`config.mk`:
```
export PLATFORM = sky130hd
export DESIGN_NAME = rdcap_read_capture
export DESIGN_NICKNAME = d
export VERILOG_FILES = /design/src/rtl/rdcap_pkg.sv /design/src/rtl/rdcap_dummy_inserter.sv /design/src/rtl/rdcap_tag_pipe.sv /design/src/rtl/rdcap_capture_fifo.sv /design/src/rtl/rdcap_read_capture.sv
export SDC_FILE = /design/constraint.sdc
export NUM_CORES = 1
export LEC_CHECK = 0
export BUFFER_PORTS_ARGS = -buffer_cell sky130_fd_sc_hd__buf_2
export CAP_MARGIN = 0
export CORE_ASPECT_RATIO = 1.25
export CORE_MARGIN = 2
export CORE_UTILIZATION = 40
export CTS_CLUSTER_SIZE = 24
export DETAILED_ROUTE_END_ITERATION = 7
export PLACE_DENSITY = 0.7
export SLEW_MARGIN = 30
export SYNTH_ARGS = -nofsm -noshare
export SYNTH_HDL_FRONTEND = slang
export SYNTH_SLANG_ARGS = --single-unit
export TNS_END_PERCENT = 100
```
`constraint.sdc`:
```
create_clock -name clk -period 6 [get_ports clk]
set_clock_uncertainty 0.05 [all_clocks]
set_input_delay 0.6 -clock clk [delete_from_list [all_inputs] [get_ports clk]]
set_output_delay 0.6 -clock clk [all_outputs]
set_load 0.01 [all_outputs]
```
`src/rtl/rdcap_pkg.sv`:
```
package rdcap_pkg;

    typedef enum logic [1:0] {
        CMD_READ  = 2'd0,
        CMD_WRITE = 2'd1,
        CMD_ACT   = 2'd2,
        CMD_PRE   = 2'd3
    } cmd_kind_e;

    typedef struct packed {
        logic valid;
        logic dummy;
    } rd_tag_t;

endpackage

```
`src/rtl/rdcap_dummy_inserter.sv`:
```
module rdcap_dummy_inserter
    import rdcap_pkg::*;
#(
    parameter int BANK_W = 3,
    parameter int ADDR_W = 14,
    localparam int BANKS = 1 << BANK_W
) (
    input  logic              clk,
    input  logic              rst_n,
    input  logic              cmd_valid,
    input  logic [1:0]        cmd_kind,
    input  logic [BANK_W-1:0] cmd_bank,
    input  logic [ADDR_W-1:0] cmd_addr,
    input  logic [BANKS-1:0]  bank_busy,
    output logic              phy_valid,
    output logic [1:0]        phy_kind,
    output logic [BANK_W-1:0] phy_bank,
    output logic [ADDR_W-1:0] phy_addr,
    output logic              phy_dummy
);

    typedef struct packed {
        logic              out_valid;
        cmd_kind_e         out_kind;
        logic [BANK_W-1:0] out_bank;
        logic [ADDR_W-1:0] out_addr;
        logic              out_dummy;
        logic              prev_rd;
    } ins_state_t;

    ins_state_t s_d, s_q;

    always_comb begin
        s_d           = s_q;
        s_d.out_valid = 1'b0;
        s_d.out_dummy = 1'b0;
        s_d.prev_rd   = 1'b0;
        if (cmd_valid) begin
            s_d.out_valid = 1'b1;
            s_d.out_kind  = cmd_kind_e'(cmd_kind);
            s_d.out_bank  = cmd_bank;
            s_d.out_addr  = cmd_addr;
            s_d.prev_rd   = (cmd_kind_e'(cmd_kind) == CMD_READ);
        end else if (s_q.prev_rd && !bank_busy[s_q.out_bank]) begin
            // bank and address still hold the read just issued
            s_d.out_valid = 1'b1;
            s_d.out_kind  = CMD_READ;
            s_d.out_dummy = 1'b1;
        end
    end

    always_ff @(posedge clk) begin
        if (!rst_n) s_q <= '0;
        else        s_q <= s_d;
    end

    assign phy_valid = s_q.out_valid;
    assign phy_kind  = s_q.out_kind;
    assign phy_bank  = s_q.out_bank;
    assign phy_addr  = s_q.out_addr;
    assign phy_dummy = s_q.out_dummy;

    // a flush read copies the real read issued on the edge before
    p_dummy_copies_read_r3: assert property (@(posedge clk) disable iff (!rst_n)
        (s_q.out_valid && s_q.out_dummy) |->
            ($past(s_q.out_valid) && $past(s_q.out_kind) == CMD_READ && !$past(s_q.out_dummy)
             && s_q.out_bank == $past(s_q.out_bank) && s_q.out_addr == $past(s_q.out_addr)));

    // never two flush reads in a row
    p_single_dummy_r4: assert property (@(posedge clk) disable iff (!rst_n)
        (s_q.out_valid && s_q.out_dummy) |=> !s_q.out_dummy);

    // nothing but a real read arms a flush read
    p_no_dummy_after_other_r6: assert property (@(posedge clk) disable iff (!rst_n)
        (s_q.out_valid && s_q.out_kind != CMD_READ) |=> !s_q.out_dummy);

endmodule

```
`src/rtl/rdcap_tag_pipe.sv`:
```
module rdcap_tag_pipe
    import rdcap_pkg::*;
#(
    parameter int LEN     = 7,
    parameter int CAP_IDX = 4,
    parameter int DRN_IDX = 6
) (
    input  logic    clk,
    input  logic    rst_n,
    input  rd_tag_t in_tag,
    output rd_tag_t cap_tag,
    output rd_tag_t drain_tag
);

    typedef struct packed {
        rd_tag_t [LEN-1:0] stage;
    } pipe_state_t;

    pipe_state_t s_d, s_q;

    always_comb begin
        s_d       = s_q;
        s_d.stage = {s_q.stage[LEN-2:0], in_tag};
    end

    always_ff @(posedge clk) begin
        if (!rst_n) s_q <= '0;
        else        s_q <= s_d;
    end

    assign cap_tag   = s_q.stage[CAP_IDX];
    assign drain_tag = s_q.stage[DRN_IDX];

endmodule

```
`src/rtl/rdcap_capture_fifo.sv`:
```
module rdcap_capture_fifo
    import rdcap_pkg::*;
#(
    parameter int PAIR_W = 16,
    parameter int PAIRS  = 4,
    localparam int DEPTH   = 2 * PAIRS,
    localparam int PTR_W   = $clog2(DEPTH),
    localparam int CNT_W   = $clog2(DEPTH + 1),
    localparam int BURST_W = PAIRS * PAIR_W
) (
    input  logic               clk,
    input  logic               rst_n,
    input  logic               dq_valid,
    input  logic [BURST_W-1:0] dq_burst,
    input  rd_tag_t            cap_tag,
    input  rd_tag_t            drain_tag,
    output logic               rd_valid,
    output logic [BURST_W-1:0] rd_data,
    output logic               overflow
);

    typedef logic [PAIR_W-1:0] pair_t;
    localparam logic [CNT_W-1:0] PAIRS_C = CNT_W'(PAIRS);
    localparam logic [CNT_W-1:0] DEPTH_C = CNT_W'(DEPTH);

    typedef struct packed {
        pair_t [DEPTH-1:0]  mem;
        logic [PTR_W-1:0]   wr;
        logic [PTR_W-1:0]   rd;
        logic [CNT_W-1:0]   cnt;
        pair_t              held;
        logic               held_v;
        logic               out_v;
        logic [BURST_W-1:0] out_d;
        logic               ovf;
    } fifo_state_t;

    fifo_state_t s_d, s_q;

    always_comb begin
        logic [CNT_W-1:0]   cnt;
        logic [PTR_W-1:0]   wp;
        logic [PTR_W-1:0]   rp;
        logic [BURST_W-1:0] push_v;
        int                 push_n;

        s_d       = s_q;
        s_d.out_v = 1'b0;
        cnt       = s_q.cnt;
        wp        = s_q.wr;
        rp        = s_q.rd;
        push_v    = '0;
        push_n    = 0;

        // drain: a real burst whose four pairs are all in the FIFO
        if (drain_tag.valid && !drain_tag.dummy && s_q.cnt >= PAIRS_C) begin
            for (int i = 0; i < PAIRS; i++) begin
                s_d.out_d[i*PAIR_W +: PAIR_W] = s_q.mem[rp];
                rp = rp + 1'b1;
            end
            s_d.out_v = 1'b1;
            cnt       = cnt - PAIRS_C;
        end

        // capture: parked pair moves on whenever the strobe runs again
        if (dq_valid) begin
            if (cap_tag.valid && cap_tag.dummy) begin
                if (s_q.held_v) begin
                    push_v[PAIR_W-1:0] = s_q.held;
                    push_n             = 1;
                end
                s_d.held_v = 1'b0;
            end else begin
                if (s_q.held_v) begin
                    push_v = {dq_burst[(PAIRS-1)*PAIR_W-1:0], s_q.held};
                    push_n = PAIRS;
                end else begin
                    push_v = {PAIR_W'(0), dq_burst[(PAIRS-1)*PAIR_W-1:0]};
                    push_n = PAIRS - 1;
                end
                s_d.held   = dq_burst[(PAIRS-1)*PAIR_W +: PAIR_W];
                s_d.held_v = 1'b1;
            end
        end

        for (int i = 0; i < PAIRS; i++) begin
            if (i < push_n) begin
                if (cnt < DEPTH_C) begin
                    s_d.mem[wp] = push_v[i*PAIR_W +: PAIR_W];
                    wp          = wp + 1'b1;
                    cnt         = cnt + 1'b1;
                end else begin
                    s_d.ovf = 1'b1;
                end
            end
        end

        s_d.wr  = wp;
        s_d.rd  = rp;
        s_d.cnt = cnt;
    end

    always_ff @(posedge clk) begin
        if (!rst_n) s_q <= '0;
        else        s_q <= s_d;
    end

    assign rd_valid = s_q.out_v;
    assign rd_data  = s_q.out_d;
    assign overflow = s_q.ovf;

    // occupancy never exceeds two bursts
    p_count_bound_r10: assert property (@(posedge clk) disable iff (!rst_n)
        s_q.cnt <= DEPTH_C);

    // overflow is sticky
    p_ovf_sticky_r10: assert property (@(posedge clk) disable iff (!rst_n)
        s_q.ovf |=> s_q.ovf);

    // a flush-read tag at the drain point never yields data
    p_dummy_not_drained_r9: assert property (@(posedge clk) disable iff (!rst_n)
        (drain_tag.valid && drain_tag.dummy) |=> !s_q.out_v);

    // data leaves only when a whole burst was present
    p_drain_needs_full_r12: assert property (@(posedge clk) disable iff (!rst_n)
        s_q.out_v |-> ($past(s_q.cnt) >= PAIRS_C));

endmodule

```
`src/rtl/rdcap_read_capture.sv`:
```
module rdcap_read_capture
    import rdcap_pkg::*;
#(
    parameter int BANK_W      = 3,
    parameter int ADDR_W      = 14,
    parameter int PAIR_W      = 16,
    parameter int BURST_BEATS = 8,
    parameter int RD_LAT      = 6,
    localparam int PAIRS   = BURST_BEATS / 2,
    localparam int BANKS   = 1 << BANK_W,
    localparam int BURST_W = PAIRS * PAIR_W
) (
    input  logic               clk,
    input  logic               rst_n,
    input  logic               cmd_valid,
    input  logic [1:0]         cmd_kind,
    input  logic [BANK_W-1:0]  cmd_bank,
    input  logic [ADDR_W-1:0]  cmd_addr,
    input  logic [BANKS-1:0]   bank_busy,
    output logic               phy_valid,
    output logic [1:0]         phy_kind,
    output logic [BANK_W-1:0]  phy_bank,
    output logic [ADDR_W-1:0]  phy_addr,
    output logic               phy_dummy,
    input  logic               dq_valid,
    input  logic [BURST_W-1:0] dq_burst,
    output logic               rd_valid,
    output logic [BURST_W-1:0] rd_data,
    output logic               overflow
);

    rd_tag_t issue_tag, cap_tag, drain_tag;

    rdcap_dummy_inserter #(.BANK_W(BANK_W), .ADDR_W(ADDR_W)) u_ins (
        .clk       (clk),
        .rst_n     (rst_n),
        .cmd_valid (cmd_valid),
        .cmd_kind  (cmd_kind),
        .cmd_bank  (cmd_bank),
        .cmd_addr  (cmd_addr),
        .bank_busy (bank_busy),
        .phy_valid (phy_valid),
        .phy_kind  (phy_kind),
        .phy_bank  (phy_bank),
        .phy_addr  (phy_addr),
        .phy_dummy (phy_dummy)
    );

    assign issue_tag.valid = phy_valid && (cmd_kind_e'(phy_kind) == CMD_READ);
    assign issue_tag.dummy = phy_dummy;

    rdcap_tag_pipe #(.LEN(RD_LAT + 1), .CAP_IDX(RD_LAT - 2), .DRN_IDX(RD_LAT)) u_tags (
        .clk       (clk),
        .rst_n     (rst_n),
        .in_tag    (issue_tag),
        .cap_tag   (cap_tag),
        .drain_tag (drain_tag)
    );

    rdcap_capture_fifo #(.PAIR_W(PAIR_W), .PAIRS(PAIRS)) u_fifo (
        .clk       (clk),
        .rst_n     (rst_n),
        .dq_valid  (dq_valid),
        .dq_burst  (dq_burst),
        .cap_tag   (cap_tag),
        .drain_tag (drain_tag),
        .rd_valid  (rd_valid),
        .rd_data   (rd_data),
        .overflow  (overflow)
    );

endmodule

```
==> flow_metrics.env, run 1 <==
export IMPL_status="finished, final reports clean"
export IMPL_rrSetupSlack_ns=0.68
export IMPL_slowest_delay_ns=0.58
export IMPL_leakagePower_nw=6.38
export IMPL_routed_wl_mm=55.1
export IMPL_setup_slack_ns=0.684
export IMPL_holdPathEnd="u_ins.s_q[0]"
export IMPL_grt_ovfl_total=0
export IMPL_dpl_hpwl_mm=38.8
export IMPL_ys_seq_area_frac=0.339
export IMPL_max_clock_path_buffers=3
export IMPL_synth_seq_cells=255
export IMPL_period_share=0.886
export IMPL_cts_hold_buf=0
export IMPL_synth_largest_area_cell="dfxtp_1"
export IMPL_post_cts_repair_setup_buffers=0
export IMPL_syn_area_per_cell_um2=8.19
export IMPL_fp_dieH_um=221
export IMPL_nFillCells=3748
export IMPL_p_per_area_nw_per_um2=368
export IMPL_cp_arrival_ns=5.66
export IMPL_path_cells="inv_1 > ha_1 > or3b_1 > a2111oi_4 > buf_4 > mux2i_1 > inv_2 > xnor2_1 > inv_2 > ha_1 > or4_1 > mux2i_1 > nand3_1 > nand2_1 > o22ai_1"
export IMPL_h_tree_depth=1
export IMPL_slew_headroom=0.296
export IMPL_cts_tree="built"
export IMPL_rsz0062_at_grt="no"
export IMPL_ctsResizeCount=0
export IMPL_path_max_fanout=17
export IMPL_ir_drop_v=0.000201
export IMPL_cp_slowest_cell="nand2_1"
export IMPL_path_delay_family="simple AND/OR/NAND/NOR gates"
export IMPL_worst_path_buf_inv=4
export IMPL_hold_viol_final=0
export IMPL_crit_required_ns=6.34
export IMPL_seqCellArea_um2=5110
export IMPL_wire_per_inst_um=23.2
export IMPL_numPortBuffers=181
export IMPL_fin_nets=1976
export IMPL_grt_pass1_wl_mm=82.3
export IMPL_grt_max_degree=101
export IMPL_num_vias=14600
export IMPL_core_area_um2=37200
export IMPL_multi_input_area_um2=8740
export IMPL_drc=0
export IMPL_antenna_found_initial=1
export IMPL_synthCells=1839
export IMPL_r2r_start="u_fifo.s_q[86]"
export IMPL_tightestPinTransition_ns=1.06
export IMPL_synth_top_cell_area_share=0.339
export IMPL_design_area_um2=16700
export IMPL_clkSinkCount=255
export IMPL_place_ws_ns=0.831
export IMPL_clk_pin_slew_worst_paths_ns=0.06
export IMPL_viasPerCell=6.15
export IMPL_fmax_mhz=188
export IMPL_dr_pass1_iters=8
export IMPL_grtUsageTotal=0.271
export IMPL_synth_main_ff_cell="dfxtp_1"
export IMPL_row_count=79
export IMPL_setup_tns_ns=0
export IMPL_synth_nets=1945
export IMPL_async_reset_ff_frac=0
export IMPL_drt_initial_drc_count=1582
export IMPL_hold_depth=2
export IMPL_grt_pass1_vias=13900
export IMPL_layout_drive_gt1_share=0.176
export IMPL_root_buffer="clkbuf_16"
export IMPL_crit_type="reg -> reg"
export IMPL_end_kind="flop"
export IMPL_period_minus_slack_ns=5.32
export IMPL_drv_slew=0
export IMPL_start_util=0.405
export IMPL_synthesis_area_um2=15100
export IMPL_hold_path_class="in -> reg"
export IMPL_fp_dieW_um=178
export IMPL_synth_edff_count=0
export IMPL_r2r_cells=15
export IMPL_start_kind="flop"
export IMPL_clock_latency_ns=0.55
export IMPL_setup_viol=0
export IMPL_power_mw=6.14
export IMPL_syn_to_final_growth_pct=11.0
export IMPL_cap_violations=0
export IMPL_ant_nets=0
export IMPL_synth_area_leaders="dfxtp_1 34%, mux2i_1 16%, nor2_1 6.1%"
export IMPL_placed_area_um2=15800
export IMPL_synth_distinct_cells=66
export IMPL_fp_dieArea_um2=39200
export IMPL_gp_congestion=0.984
export IMPL_hp_start="cmd_kind[1]"
export IMPL_r2r_end="u_fifo.s_q[102]"
export IMPL_cts_buffers_inserted=27
export IMPL_yosysWarningCount=0
export IMPL_io_pins=182
## cell usage after synthesis, types with 23 or more instances
cell      count
dfxtp_1     255
nor2_1      245
mux2i_1     238
nand2_1     191
clkbuf_1    112
a211oi_1    108
o21ai_0      99
buf_4        88
o22ai_1      81
a21oi_1      79
o211ai_1     56
mux2_2       24
nor3_1       23
## per-layer routing
metal / wire, um / global-route usage / part of all wire / vias up
li1: - / - / - / 6644
met1: 21300 / 0.342 / 0.39 / 6818
met2: 23800 / 0.410 / 0.43 / 930
met3: 5670 / 0.0507 / 0.10 / 224
met4: 4370 / 0.194 / 0.079 / 0
met5: 0 / 0 / 0 / -
## layout by cell type, fill, tap and decap left out, drive strengths merged, types with 3 or more instances in the layout
| cell | n |
|---|---|
| a211oi | 108 |
| a21oi | 79 |
| a22oi | 14 |
| a41o | 17 |
| and2 | 16 |
| and3 | 5 |
| buf | 231 |
| bufinv | 4 |
| clkbuf | 32 |
| clkinv | 12 |
| dfxtp | 255 |
| ha | 11 |
| inv | 14 |
| mux2 | 24 |
| mux2i | 238 |
| nand2 | 193 |
| nand2b | 3 |
| nand3 | 14 |
| nand4 | 6 |
| nor2 | 249 |
| nor2b | 17 |
| nor3 | 25 |
| nor3b | 5 |
| nor4b | 3 |
| o211ai | 56 |
| o21a | 4 |
| o21ai | 102 |
| o22a | 3 |
| o22ai | 82 |
| o32ai | 15 |
| xnor2 | 15 |
| xor2 | 4 |
## metrics by stage
step,utilization,hold slack (ns),instances
4_1_cts,0.449,0.169,2374
6_report,0.450,0.188,2377
2_1_floorplan,-,0.360,1839
3_3_place_gp,0.423,0.369,2318
5_1_grt,0.450,0.181,2376
3_5_place_dp,0.424,0.372,2325
## worst max-delay path by stage
stage                               from              end  slack, ns  depth (start not counted)
after floorplan           u_fifo.s_q[66]  u_fifo.s_q[100]       1.50                         16
after global placement    u_fifo.s_q[86]  u_fifo.s_q[103]       0.99                         15
after detailed placement  u_fifo.s_q[86]  u_fifo.s_q[102]       0.83                         15
after CTS                 u_fifo.s_q[86]  u_fifo.s_q[102]       0.78                         15
after global routing      u_fifo.s_q[86]   u_fifo.s_q[94]       0.39                         15
final                     u_fifo.s_q[86]  u_fifo.s_q[102]       0.68                         15
## registers in the layout (all words and copies together) (netlist names)
register,flops
u_fifo.s_q,153
u_fifo.rd_data,64
u_ins.phy_addr,14
u_tags.s_d,10
u_ins.phy_bank,3
u_ins.phy_kind,2
u_tags.cap_tag,2
u_tags.drain_tag,2
u_fifo.overflow,1
u_fifo.rd_valid,1
u_ins.phy_dummy,1
u_ins.phy_valid,1
u_ins.s_q,1
## where the power goes
part	total (mW)	internal [mW]	switching (mW)
registers	2.08	1.92	0.155
clock network	1.78	1.04	0.738
logic	2.29	0.848	1.44
## cell type report
| class | count | share of cell area |
|---|---|---|
| Clock inverter | 17 | 0.0124 |
| Tap cell | 486 | 0.0364 |
| Timing Repair Buffer | 231 | 0.0761 |
| Antenna cell | 1 | 0.000150 |
| Inverter | 14 | 0.00322 |
| Sequential cell | 255 | 0.306 |
| Clock buffer | 32 | 0.0433 |
| Multi-Input combinational cell | 1341 | 0.523 |
## logic make-up after synthesis
group | Yosys count | share of synthesized area
buffers and inverters | 243 | 0.0839
muxes | 264 | 0.179
AOI/OAI and AO/OA | 497 | 0.219
and+or+nand+nor | 548 | 0.156
DFF | 255 | 0.339
xor gates and xnor gates | 21 | 0.0140
adders and majority gates | 11 | 0.00914
No activity file was read; power rests on OpenSTA's default activity.
==> run 2, diff against run 1 <==
--- a/config.mk
+++ b/config.mk
@@ -12,7 +12,7 @@
 export CORE_UTILIZATION = 40
 export CTS_CLUSTER_SIZE = 24
 export DETAILED_ROUTE_END_ITERATION = 7
-export PLACE_DENSITY = 0.7
+export PLACE_DENSITY = 0.73
 export SLEW_MARGIN = 30
 export SYNTH_ARGS = -nofsm -noshare
 export SYNTH_HDL_FRONTEND = slang
==> constraint.sdc (replaced) <==
create_clock -name clk -period 4.8 [get_ports clk]
set_clock_uncertainty 0.05 [all_clocks]
set_input_delay 0.48 -clock clk [delete_from_list [all_inputs] [get_ports clk]]
set_output_delay 0.48 -clock clk [all_outputs]
set_load 0.01 [all_outputs]
==> flow_metrics.env, run 2 (synthesis gave the netlist of run 1 again) <==
export IMPL_cts_hold_buf=0
export IMPL_hp_start="cmd_kind[0]"
export IMPL_rrSetupSlack_ns=0.21
export IMPL_end_kind="flop"
export IMPL_p_per_area_nw_per_um2=462
export IMPL_period_minus_slack_ns=4.59
export IMPL_drc=0
export IMPL_grtUsageTotal=0.266
export IMPL_r2r_start="u_fifo.s_q[86]"
export IMPL_cap_violations=0
export IMPL_final_cell_mix="253 x dfxtp_1, 245 x nor2_1, 238 x mux2i_1, 189 x nand2_1, 183 x buf_2"
export IMPL_slowest_delay_ns=0.45
export IMPL_fin_nets=1994
export IMPL_grt_max_degree=113
export IMPL_cp_common_cell="buf_4"
export IMPL_leakagePower_nw=6.50
export IMPL_start_util=0.405
export IMPL_slew_headroom=0.293
export IMPL_final_cells=2394
export IMPL_cp_arrival_ns=5.03
export IMPL_core_area_um2=37200
export IMPL_row_count=79
export IMPL_setup_slack_ns=0.205
export IMPL_hold_path_class="in -> reg"
export IMPL_dr_pass1_iters=7
export IMPL_period_share=0.957
export IMPL_num_vias=14600
export IMPL_layout_drive_gt1_share=0.182
export IMPL_ctsResizeCount=0
export IMPL_largest_register="u_fifo.s_q"
export IMPL_final_common_cell="dfxtp_1"
export IMPL_grt_pass1_vias=14100
export IMPL_place_ws_ns=0.213
export IMPL_r2r_end="u_fifo.s_q[110]"
export IMPL_path_cells="inv_1 > ha_1 > or3b_1 > a2111oi_4 > buf_4 > mux2_2 > ha_1 > and3_1 > nand3_1 > nor2_1 > a221oi_2 > buf_4 > and4_1 > buf_4 > nand2_1 > o22ai_1"
export IMPL_cts_buffers_inserted=28
export IMPL_setup_viol=0
export IMPL_hold_viol_final=0
export IMPL_cts_tree="built"
export IMPL_fmax_mhz=218
export IMPL_cp_depth=16
export IMPL_ir_drop_v=0.000327
export IMPL_crit_required_ns=5.24
export IMPL_clk_pin_slew_worst_paths_ns=0.06
export IMPL_root_buffer="clkbuf_16"
export IMPL_max_clock_path_buffers=3
export IMPL_fp_dieW_um=178
export IMPL_setup_tns_ns=0
export IMPL_clkSinkCount=255
export IMPL_dpl_hpwl_mm=37.8
export IMPL_grt_ovfl_total=0
export IMPL_holdPathEnd="u_ins.s_q[0]"
export IMPL_clock_latency_ns=0.58
export IMPL_drt_initial_drc_count=1612
export IMPL_path_max_fanout=16
export IMPL_ant_nets=0
export IMPL_io_pins=182
export IMPL_nFillCells=3694
export IMPL_drv_slew=0
export IMPL_grt_pass1_wl_mm=81.6
export IMPL_crit_type="reg -> reg"
export IMPL_h_tree_depth=1
export IMPL_post_cts_repair_setup_buffers=0
export IMPL_largest_reg_flops=153
export IMPL_start_kind="flop"
export IMPL_numPortBuffers=181
export IMPL_r2r_cells=16
export IMPL_syn_to_final_growth_pct=12.3
export IMPL_dp_cells=2342
export IMPL_fp_dieArea_um2=39200
export IMPL_viasPerCell=6.11
export IMPL_wire_per_inst_um=22.6
export IMPL_hold_depth=2
export IMPL_path_delay_family="simple AND/OR/NAND/NOR gates"
export IMPL_routed_wl_mm=54.2
export IMPL_diodes=0
export IMPL_tightestPinTransition_ns=1.06
export IMPL_cp_slowest_cell="or3b_1"
export IMPL_rsz0062_at_grt="no"
export IMPL_gp_congestion=0.983
export IMPL_antenna_found_initial=0
export IMPL_worst_path_buf_inv=4
export IMPL_fp_dieH_um=221
export IMPL_status="finished, final reports clean"
## run 2: report_power, final
part / total [mW] / leakage (nW) / switching, mW / internal (mW)
sequential: 2.58 / 2.07 / 0.179 / 2.40
combinational: 2.93 / 3.94 / 1.81 / 1.12
clock: 2.31 / 0.481 / 0.910 / 1.40
## run 2: per-stage QoR
stage | cell area, um^2 | hold slack (ns) | util | power (mW)
floorplan | 15100 | 0.360 | - | 4.60
global placement | 15900 | 0.365 | 0.427 | 5.36
detailed placement | 15900 | 0.372 | 0.428 | 5.44
CTS | 16900 | 0.0296 | 0.454 | 7.76
global route | 16900 | 0.0464 | 0.455 | 8.17
finish | 16900 | 0.0499 | 0.455 | 7.82
## run 2: worst max path at each step
stage                            to            from
CTS                 u_fifo.s_q[146]  u_fifo.s_q[86]
floorplan           u_fifo.s_q[100]  u_fifo.s_q[66]
global route         u_fifo.s_q[95]  u_fifo.s_q[86]
detailed placement  u_fifo.s_q[153]  u_fifo.s_q[86]
global placement    u_fifo.s_q[151]  u_fifo.s_q[86]
finish              u_fifo.s_q[110]  u_fifo.s_q[86]
## run 2: layout make-up
cell class	count	area, um^2	area share
timing repair buffer	248	1440	0.0851
sequential	255	5110	0.302
tap	486	608	0.0359
multi-input combinational	1341	8740	0.516
inverter	14	53.8	0.00318
clock buffer	37	776	0.0459
clock inverter	13	194	0.0115
## run 2: layer usage
metal  part of all wire  global-route usage  vias to the layer above
li1                   -                   -                     6685
met1               0.39               0.339                     6756
met4              0.072               0.165                        0
met3               0.11              0.0540                      232
met5                  0                   0                        -
met2               0.43               0.411                      952
